==> src/rtl/ecc_rmw_pkg.sv <==
package ecc_rmw_pkg;

  // number of position-parity bits needed for dw data bits
  function automatic int chk_bits(input int dw);
    int p;
    p = 1;
    while ((1 << p) < dw + p + 1) p = p + 1;
    return p;
  endfunction

  // codeword position (1-based, skipping powers of two) of data bit idx
  function automatic int data_pos(input int idx);
    int cnt;
    int pos;
    cnt = 0;
    pos = 0;
    for (int q = 3; q < 4096; q++) begin
      if ((q & (q - 1)) != 0) begin
        if (cnt == idx) begin
          pos = q;
          break;
        end
        cnt++;
      end
    end
    return pos;
  endfunction

  // data bits covered by parity bit k
  function automatic logic [1023:0] cover_mask(input int dw, input int k);
    logic [1023:0] m;
    m = '0;
    for (int i = 0; i < dw; i++) m[i] = ((data_pos(i) >> k) & 1) != 0;
    return m;
  endfunction

  typedef enum logic [1:0] {ST_IDLE, ST_FETCH, ST_CHECK} rmw_state_t;

endpackage

==> src/rtl/ecc_enc.sv <==
module ecc_enc import ecc_rmw_pkg::*; #(
  parameter int DATA_W = 64
) (
  input  logic [DATA_W-1:0]           data,
  output logic [chk_bits(DATA_W):0]   chk
);
  localparam int P = chk_bits(DATA_W);

  logic [P-1:0] hpar;

  for (genvar k = 0; k < P; k++) begin : g_par
    localparam logic [1023:0] MK = cover_mask(DATA_W, k);
    assign hpar[k] = ^(data & MK[DATA_W-1:0]);
  end

  // overall parity makes the full stored word even
  assign chk = {^{hpar, data}, hpar};

endmodule

==> src/rtl/ecc_dec.sv <==
module ecc_dec import ecc_rmw_pkg::*; #(
  parameter int DATA_W = 64
) (
  input  logic [DATA_W+chk_bits(DATA_W):0] word,
  output logic [DATA_W-1:0]                data_o,
  output logic                             ce,
  output logic                             ue
);
  localparam int P = chk_bits(DATA_W);
  localparam int N = DATA_W + P;   // highest valid syndrome

  logic [DATA_W-1:0] dat;
  logic [P-1:0]      hpar;
  logic [P-1:0]      syn;
  logic              odd;

  assign dat  = word[DATA_W-1:0];
  assign hpar = word[DATA_W +: P];
  assign odd  = ^word;

  for (genvar k = 0; k < P; k++) begin : g_syn
    localparam logic [1023:0] MK = cover_mask(DATA_W, k);
    assign syn[k] = (^(dat & MK[DATA_W-1:0])) ^ hpar[k];
  end

  for (genvar i = 0; i < DATA_W; i++) begin : g_fix
    localparam int DP = data_pos(i);
    assign data_o[i] = dat[i] ^ (odd && (int'(syn) == DP));
  end

  assign ce = odd && (int'(syn) <= N);
  assign ue = (!odd && (syn != '0)) || (odd && (int'(syn) > N));

endmodule

==> src/rtl/ecc_merge.sv <==
module ecc_merge #(
  parameter int DATA_W = 64
) (
  input  logic [DATA_W-1:0]   old_data,
  input  logic [DATA_W-1:0]   new_data,
  input  logic [DATA_W/8-1:0] be,
  output logic [DATA_W-1:0]   merged
);
  localparam int NB = DATA_W / 8;

  for (genvar b = 0; b < NB; b++) begin : g_lane
    assign merged[8*b +: 8] = be[b] ? new_data[8*b +: 8] : old_data[8*b +: 8];
  end

endmodule

==> src/rtl/ecc_rmw_ctrl.sv <==
module ecc_rmw_ctrl import ecc_rmw_pkg::*; #(
  parameter int DATA_W = 64,
  parameter int ADDR_W = 10
) (
  input  logic                             clk,
  input  logic                             rst,
  input  logic                             ecc_on,
  input  logic                             req_valid,
  output logic                             req_ready,
  input  logic                             req_we,
  input  logic [ADDR_W-1:0]                req_addr,
  input  logic [DATA_W-1:0]                req_wdata,
  input  logic [DATA_W/8-1:0]              req_be,
  output logic                             rsp_valid,
  output logic [DATA_W-1:0]                rsp_data,
  output logic                             rsp_ce,
  output logic                             rsp_ue,
  output logic                             wr_abort,
  output logic                             mem_en,
  output logic                             mem_we,
  output logic [ADDR_W-1:0]                mem_addr,
  output logic [DATA_W+chk_bits(DATA_W):0] mem_wdata,
  output logic [DATA_W/8:0]                mem_wmask,
  input  logic [DATA_W+chk_bits(DATA_W):0] mem_rdata
);
  localparam int P  = chk_bits(DATA_W);
  localparam int NB = DATA_W / 8;

  rmw_state_t        st;
  logic              op_wr;
  logic              op_ecc;
  logic [DATA_W-1:0] op_data;
  logic [NB-1:0]     op_be;

  logic [DATA_W-1:0] fix_data;
  logic              fix_ce;
  logic              fix_ue;
  logic [DATA_W-1:0] merged;
  logic [DATA_W-1:0] enc_in;
  logic [P:0]        enc_chk;
  logic              accept;
  logic              direct_wr;

  ecc_dec #(.DATA_W(DATA_W)) u_dec (
    .word   (mem_rdata),
    .data_o (fix_data),
    .ce     (fix_ce),
    .ue     (fix_ue)
  );

  ecc_merge #(.DATA_W(DATA_W)) u_merge (
    .old_data (fix_data),
    .new_data (op_data),
    .be       (op_be),
    .merged   (merged)
  );

  // one encoder, shared by direct writes and write-backs
  assign enc_in = (st == ST_CHECK) ? merged : req_wdata;

  ecc_enc #(.DATA_W(DATA_W)) u_enc (
    .data (enc_in),
    .chk  (enc_chk)
  );

  assign req_ready = (st == ST_IDLE);
  assign accept    = req_valid && req_ready;
  assign direct_wr = req_we && ((&req_be) || !ecc_on);

  always_ff @(posedge clk) begin
    if (rst) begin
      st        <= ST_IDLE;
      op_wr     <= 1'b0;
      op_ecc    <= 1'b0;
      op_data   <= '0;
      op_be     <= '0;
      mem_en    <= 1'b0;
      mem_we    <= 1'b0;
      mem_addr  <= '0;
      mem_wdata <= '0;
      mem_wmask <= '0;
      rsp_valid <= 1'b0;
      rsp_data  <= '0;
      rsp_ce    <= 1'b0;
      rsp_ue    <= 1'b0;
      wr_abort  <= 1'b0;
    end else begin
      mem_en    <= 1'b0;
      mem_we    <= 1'b0;
      rsp_valid <= 1'b0;
      wr_abort  <= 1'b0;
      unique case (st)
        ST_IDLE: begin
          if (accept) begin
            mem_en   <= 1'b1;
            mem_addr <= req_addr;
            op_wr    <= req_we;
            op_ecc   <= ecc_on;
            op_data  <= req_wdata;
            op_be    <= req_be;
            if (direct_wr) begin
              mem_we    <= 1'b1;
              mem_wdata <= {enc_chk, req_wdata};
              mem_wmask <= ecc_on ? '1 : {1'b0, req_be};
            end else begin
              st <= ST_FETCH;
            end
          end
        end
        ST_FETCH: st <= ST_CHECK;
        ST_CHECK: begin
          st <= ST_IDLE;
          if (op_wr) begin
            if (fix_ue) begin
              wr_abort <= 1'b1;
            end else begin
              mem_en    <= 1'b1;
              mem_we    <= 1'b1;
              mem_wdata <= {enc_chk, merged};
              mem_wmask <= '1;
            end
          end else begin
            rsp_valid <= 1'b1;
            rsp_data  <= op_ecc ? fix_data : mem_rdata[DATA_W-1:0];
            rsp_ce    <= op_ecc && fix_ce;
            rsp_ue    <= op_ecc && fix_ue;
          end
        end
        default: st <= ST_IDLE;
      endcase
    end
  end

  // protected full write goes out next cycle with every lane, no stall
  a_r2_full_write: assert property (@(posedge clk) disable iff (rst)
    (accept && req_we && (&req_be) && ecc_on) |=>
      (mem_en && mem_we && (&mem_wmask) && (mem_addr == $past(req_addr)) && req_ready));

  // read response two cycles after acceptance
  a_r3_read_latency: assert property (@(posedge clk) disable iff (rst)
    (accept && !req_we) |=> (!req_ready && !rsp_valid) ##1 (!req_ready && !rsp_valid) ##1 rsp_valid);

  // status bits never both set on a response
  a_r5_status_excl: assert property (@(posedge clk) disable iff (rst)
    rsp_valid |-> !(rsp_ce && rsp_ue));

  // write-back of a read-merge-write covers the whole word
  a_r6_writeback_full: assert property (@(posedge clk) disable iff (rst)
    (mem_en && mem_we && $past(mem_en && !mem_we, 2)) |-> (&mem_wmask));

  // abort follows a fetch and comes without a write
  a_r8_abort_nowrite: assert property (@(posedge clk) disable iff (rst)
    wr_abort |-> ($past(mem_en && !mem_we, 2) && !mem_en));

  // unprotected writes never fetch and leave the check lane alone
  a_r9_raw_write: assert property (@(posedge clk) disable iff (rst)
    (accept && req_we && !ecc_on) |=> (mem_en && mem_we && !mem_wmask[NB] && req_ready));

endmodule

==> config.mk <==
export PLATFORM = sky130hd
export DESIGN_NAME = ecc_rmw_ctrl
export DESIGN_NICKNAME = d
export VERILOG_FILES = /design/src/rtl/ecc_rmw_pkg.sv /design/src/rtl/ecc_enc.sv /design/src/rtl/ecc_dec.sv /design/src/rtl/ecc_merge.sv /design/src/rtl/ecc_rmw_ctrl.sv
export SDC_FILE = /design/constraint.sdc
export NUM_CORES = 1
export LEC_CHECK = 0
export BUFFER_PORTS_ARGS = -buffer_cell sky130_fd_sc_hd__clkbuf_2
export CORE_MARGIN = 5
export CORE_UTILIZATION = 29
export CTS_CLUSTER_SIZE = 24
export DETAILED_ROUTE_END_ITERATION = 8
export PLACE_DENSITY = 0.44
export SYNTH_ARGS = -nofsm -noshare
export SYNTH_HDL_FRONTEND = slang
export SYNTH_HIERARCHICAL = 1
export SYNTH_SLANG_ARGS = --single-unit
==> constraint.sdc <==
create_clock -name clk -period 9.4 [get_ports clk]
set_clock_uncertainty 0.15 [all_clocks]
set_input_delay 0.47 -clock clk [delete_from_list [all_inputs] [get_ports clk]]
set_output_delay 0.47 -clock clk [all_outputs]
set_load 0.02 [all_outputs]
==> impl_metrics.json <==
{
  "status": "completed",
  "synth_edf_count": 0,
  "synthArstFlopShare_pct": 0,
  "tns_ps": 0,
  "min_path_type": "in -> reg",
  "clkTransAtPathRegs_ps": 60,
  "grt_start_max_net_pins": 86,
  "drive_above_1_share_pct": 28.2,
  "yosysTopAreaCell": "dfxtp_1",
  "die_h_um": 238,
  "ys_types": 48,
  "post-place-ws_ps": 2780,
  "utilization_pct": 36.8,
  "dr.pass1.iters": 6,
  "track_usage_pct": 21.3,
  "synth-seq-cells": 237,
  "slew_viol_final": 0,
  "cts_resized": 0,
  "placement.cell_area_um2": 17100,
  "yosysWarnings": 6,
  "ir_worst_vdd_mv": 0.198,
  "nFillCells": 5363,
  "drcViolationCount": 0,
  "overflow": 0,
  "setup_slack_ps": 3290,
  "io_buffers": 320,
  "fp.dieArea_um2": 56900,
  "syn_to_final_growth_pct": 25.2,
  "synth_cells": 1633,
  "cellLeakagePower_nw": 7.58,
  "drt-vias-per-instance": 4.96,
  "final_cells": 2655,
  "cts_buffers": 31,
  "final_area_um2": 18900,
  "place_inst": 2522,
  "slew_headroom_pct": 26.5,
  "wl_mm": 63.9,
  "arrival_ps": 6390,
  "p_per_area_nw_per_um2": 235,
  "cpMostUsedCell": "xnor2_1",
  "synth_seq_area_share_pct": 31.3,
  "final_hold_viol_count": 0,
  "wl_per_cell_um": 24.1,
  "min_period_over_period_pct": 65.0,
  "yosys.area.top_type_share_pct": 31.3,
  "antenna_found_initial": 1,
  "grt_pass1_vias": 13100,
  "clk-insertion-delay-late_ps": 580,
  "root_buffer": "clkbuf_16",
  "vias": 13200,
  "cp_slowest_cell": "a21oi_1",
  "num-nets-final": 2109,
  "path_max_fanout": 9,
  "max_stage_delay_ps": 590,
  "drt_iter0_drc": 835,
  "crit_type": "in -> reg",
  "worst_pin_slew_ps": 1090,
  "ys.flop_type": "dfxtp_1",
  "cp-end-kind": "flop",
  "dp_hpwl_mm": 48.8,
  "grt_pass1_wl_mm": 91.3,
  "ant_nets": 0,
  "synth_area_um2": 15100,
  "core_area_um2": 51500,
  "die_x_um": 238,
  "drv_cap": 0,
  "htreeDepth": 1,
  "synth_area_leaders": "dfxtp_1 31%, xnor2_1 12%, mux2_4 9.0%",
  "max_freq_mhz": 164,
  "post_cts_buffers": 0,
  "synth.avg_cell_area_um2": 9.27,
  "syn-num-nets": 1792,
  "clockBufferDepth": 3,
  "r2r_setup_slack_ps": 4600,
  "rows": 83,
  "cts_tree": "done",
  "setup_viol_count_final": 0,
  "critical_path.startpoint_type": "input port",
  "ios": 321,
  "rsz0062_at_grt": "no",
  "worstPathRequired_ps": 9670,
  "fin_crit_ps": 6110,
  "cts.sinks": 237,
  "crit_path_cell_trace": "clkbuf_2, xnor2_1, xnor3_1, xnor2_1, xnor3_1, nand3_1, a21oi_1, o21ai_0, xnor2_1, mux2_4, mux2_2, xnor2_1, xnor3_2, xnor3_2, xnor2_2, xor3_2, xnor3_1, nand3_1, a21oi_1",
  "start_util_pct": 29.4,
  "place.gp.congestion": 0.885
}
==> metal layers <==
metal / wire, µm / vias up / share of wire (%) / global-route usage [%]
li1: - / 6364 / - / -
met3: 3580 / 64 / 5.6 / 3.73
met1: 29800 / 6364 / 47 / 30.1
met4: 1540 / 0 / 2.4 / 5.01
met5: 0 / - / 0 / 0
met2: 29000 / 389 / 45 / 34.0
==> repair_timing <==
item,4_1_cts,5_1_grt
hold buffers,75,0
endpoints found under the hold margin,76,0
setup endpoints to repair,0,0
==> metrics by stage <==
step	hold slack (ps)	total power, mW
4_1_cts	4.76	4.49
3_5_place_dp	297	3.14
6_report	31.7	4.46
3_3_place_gp	291	3.15
5_1_grt	3.78	4.67
2_1_floorplan	286	2.62
==> power by group <==
group	switching [mW]	internal [mW]	total, mW
clock	0.503	0.795	1.30
combinational	1.16	0.884	2.04
sequential	0.0496	1.07	1.12
total	1.71	2.75	4.46
==> cell type report <==
cell class | instances | area, µm² | share of cell area, %
clock inverters | 16 | 223 | 1.18
repair buffers | 407 | 2450 | 12.9
multi-input cells | 1271 | 9780 | 51.6
flip-flops and latches | 237 | 4750 | 25.1
diodes | 1 | 2.50 | 0.0132
inverters | 2 | 7.51 | 0.0396
clock buffers | 41 | 883 | 4.66
well taps | 680 | 851 | 4.49
==> registers in the layout, summed over array words and instances (netlist names) <==
signal and cells:
mem_we 1, mem_wdata 72, op_be 8, st 2
mem_addr 10, rsp_ue 1, rsp_ce 1, wr_abort 1
mem_en 1, mem_wmask 9, op_ecc 1, rsp_valid 1
op_wr 1, rsp_data 64, op_data 64
==> cell families after synthesis <==
family                    count (synthesis)  synth area share, %
and+or+nand+nor                         440                 12.8
AOI/OAI and AO/OA                       337                 12.9
xor gates and xnor gates                302                 22.6
DFF                                     237                 31.3
muxes                                   192                 16.0
buffers and inverters                   125                 4.27
==> cell usage after synthesis, types with 3 or more instances <==
| cell type | n |
|---|---|
| dfxtp_1 | 237 |
| xnor2_1 | 205 |
| a21oi_1 | 181 |
| nand2_1 | 177 |
| nor3_1 | 139 |
| mux2_4 | 91 |
| nor2_1 | 75 |
| a211oi_1 | 65 |
| mux2i_1 | 64 |
| clkbuf_1 | 58 |
| buf_2 | 39 |
| mux2_2 | 37 |
| xor2_1 | 37 |
| xnor3_1 | 36 |
| o21ai_1 | 32 |
| nand3_1 | 27 |
| o21ai_0 | 26 |
| buf_6 | 13 |
| o21bai_1 | 10 |
| xnor2_2 | 9 |
| a21oi_2 | 8 |
| buf_4 | 8 |
| o211ai_1 | 7 |
| xnor3_2 | 6 |
| buf_1 | 5 |
| nand3b_1 | 4 |
| o2111ai_1 | 4 |
| xor3_1 | 4 |
| nand2b_1 | 3 |
==> critical path, delay by kind of cell <==
family | cells | cell delay (ps)
mux | 2 | 640
compound gates | 3 | 920
simple gates | 2 | 270
buf+inv | 1 | 180
xor+xnor | 11 | 3890
==> placed cells by master (no fill, tap or decap), types with 3 or more instances in the layout <==
master / Yosys / layout
o2111ai_1: 4 / 4
o21ai_1: 32 / 31
mux2_4: 91 / 91
clkbuf_8: 0 / 7
mux2i_1: 64 / 64
clkinv_2: 0 / 6
xnor2_2: 9 / 9
bufinv_16: 0 / 5
dfxtp_1: 237 / 236
clkinv_4: 0 / 3
a21oi_1: 181 / 181
nand3b_1: 4 / 4
xnor3_2: 6 / 6
o21ai_0: 26 / 26
xor2_1: 37 / 37
xor3_1: 4 / 4
clkbuf_16: 0 / 31
nor3_1: 139 / 139
nand3_1: 27 / 27
clkbuf_2: 0 / 319
buf_4: 8 / 12
clkbuf_1: 58 / 3
nand2_1: 177 / 176
dlygate4sd3_1: 0 / 75
nor2_1: 75 / 75
mux2_2: 37 / 37
xnor3_1: 36 / 36
o21bai_1: 10 / 10
a211oi_1: 65 / 65
xnor2_1: 205 / 205
o211ai_1: 7 / 7
a21oi_2: 8 / 7
nand2b_1: 3 / 3
==> final timing paths <==
check	start	end	cells after the start
setup / recovery	mem_rdata[23]	mem_wdata[71]$_SDFFE_PP0P_	19
hold / removal	req_wdata[38]	op_data[38]$_SDFFE_PP0P_	3
setup reg to reg	st[1]$_SDFFE_PP0P_	mem_wdata[71]$_SDFFE_PP0P_	11
hold reg to reg	mem_addr[5]$_SDFFE_PP0P_	mem_addr[5]$_SDFFE_PP0P_	2
Power figures use the tool's default switching activity.
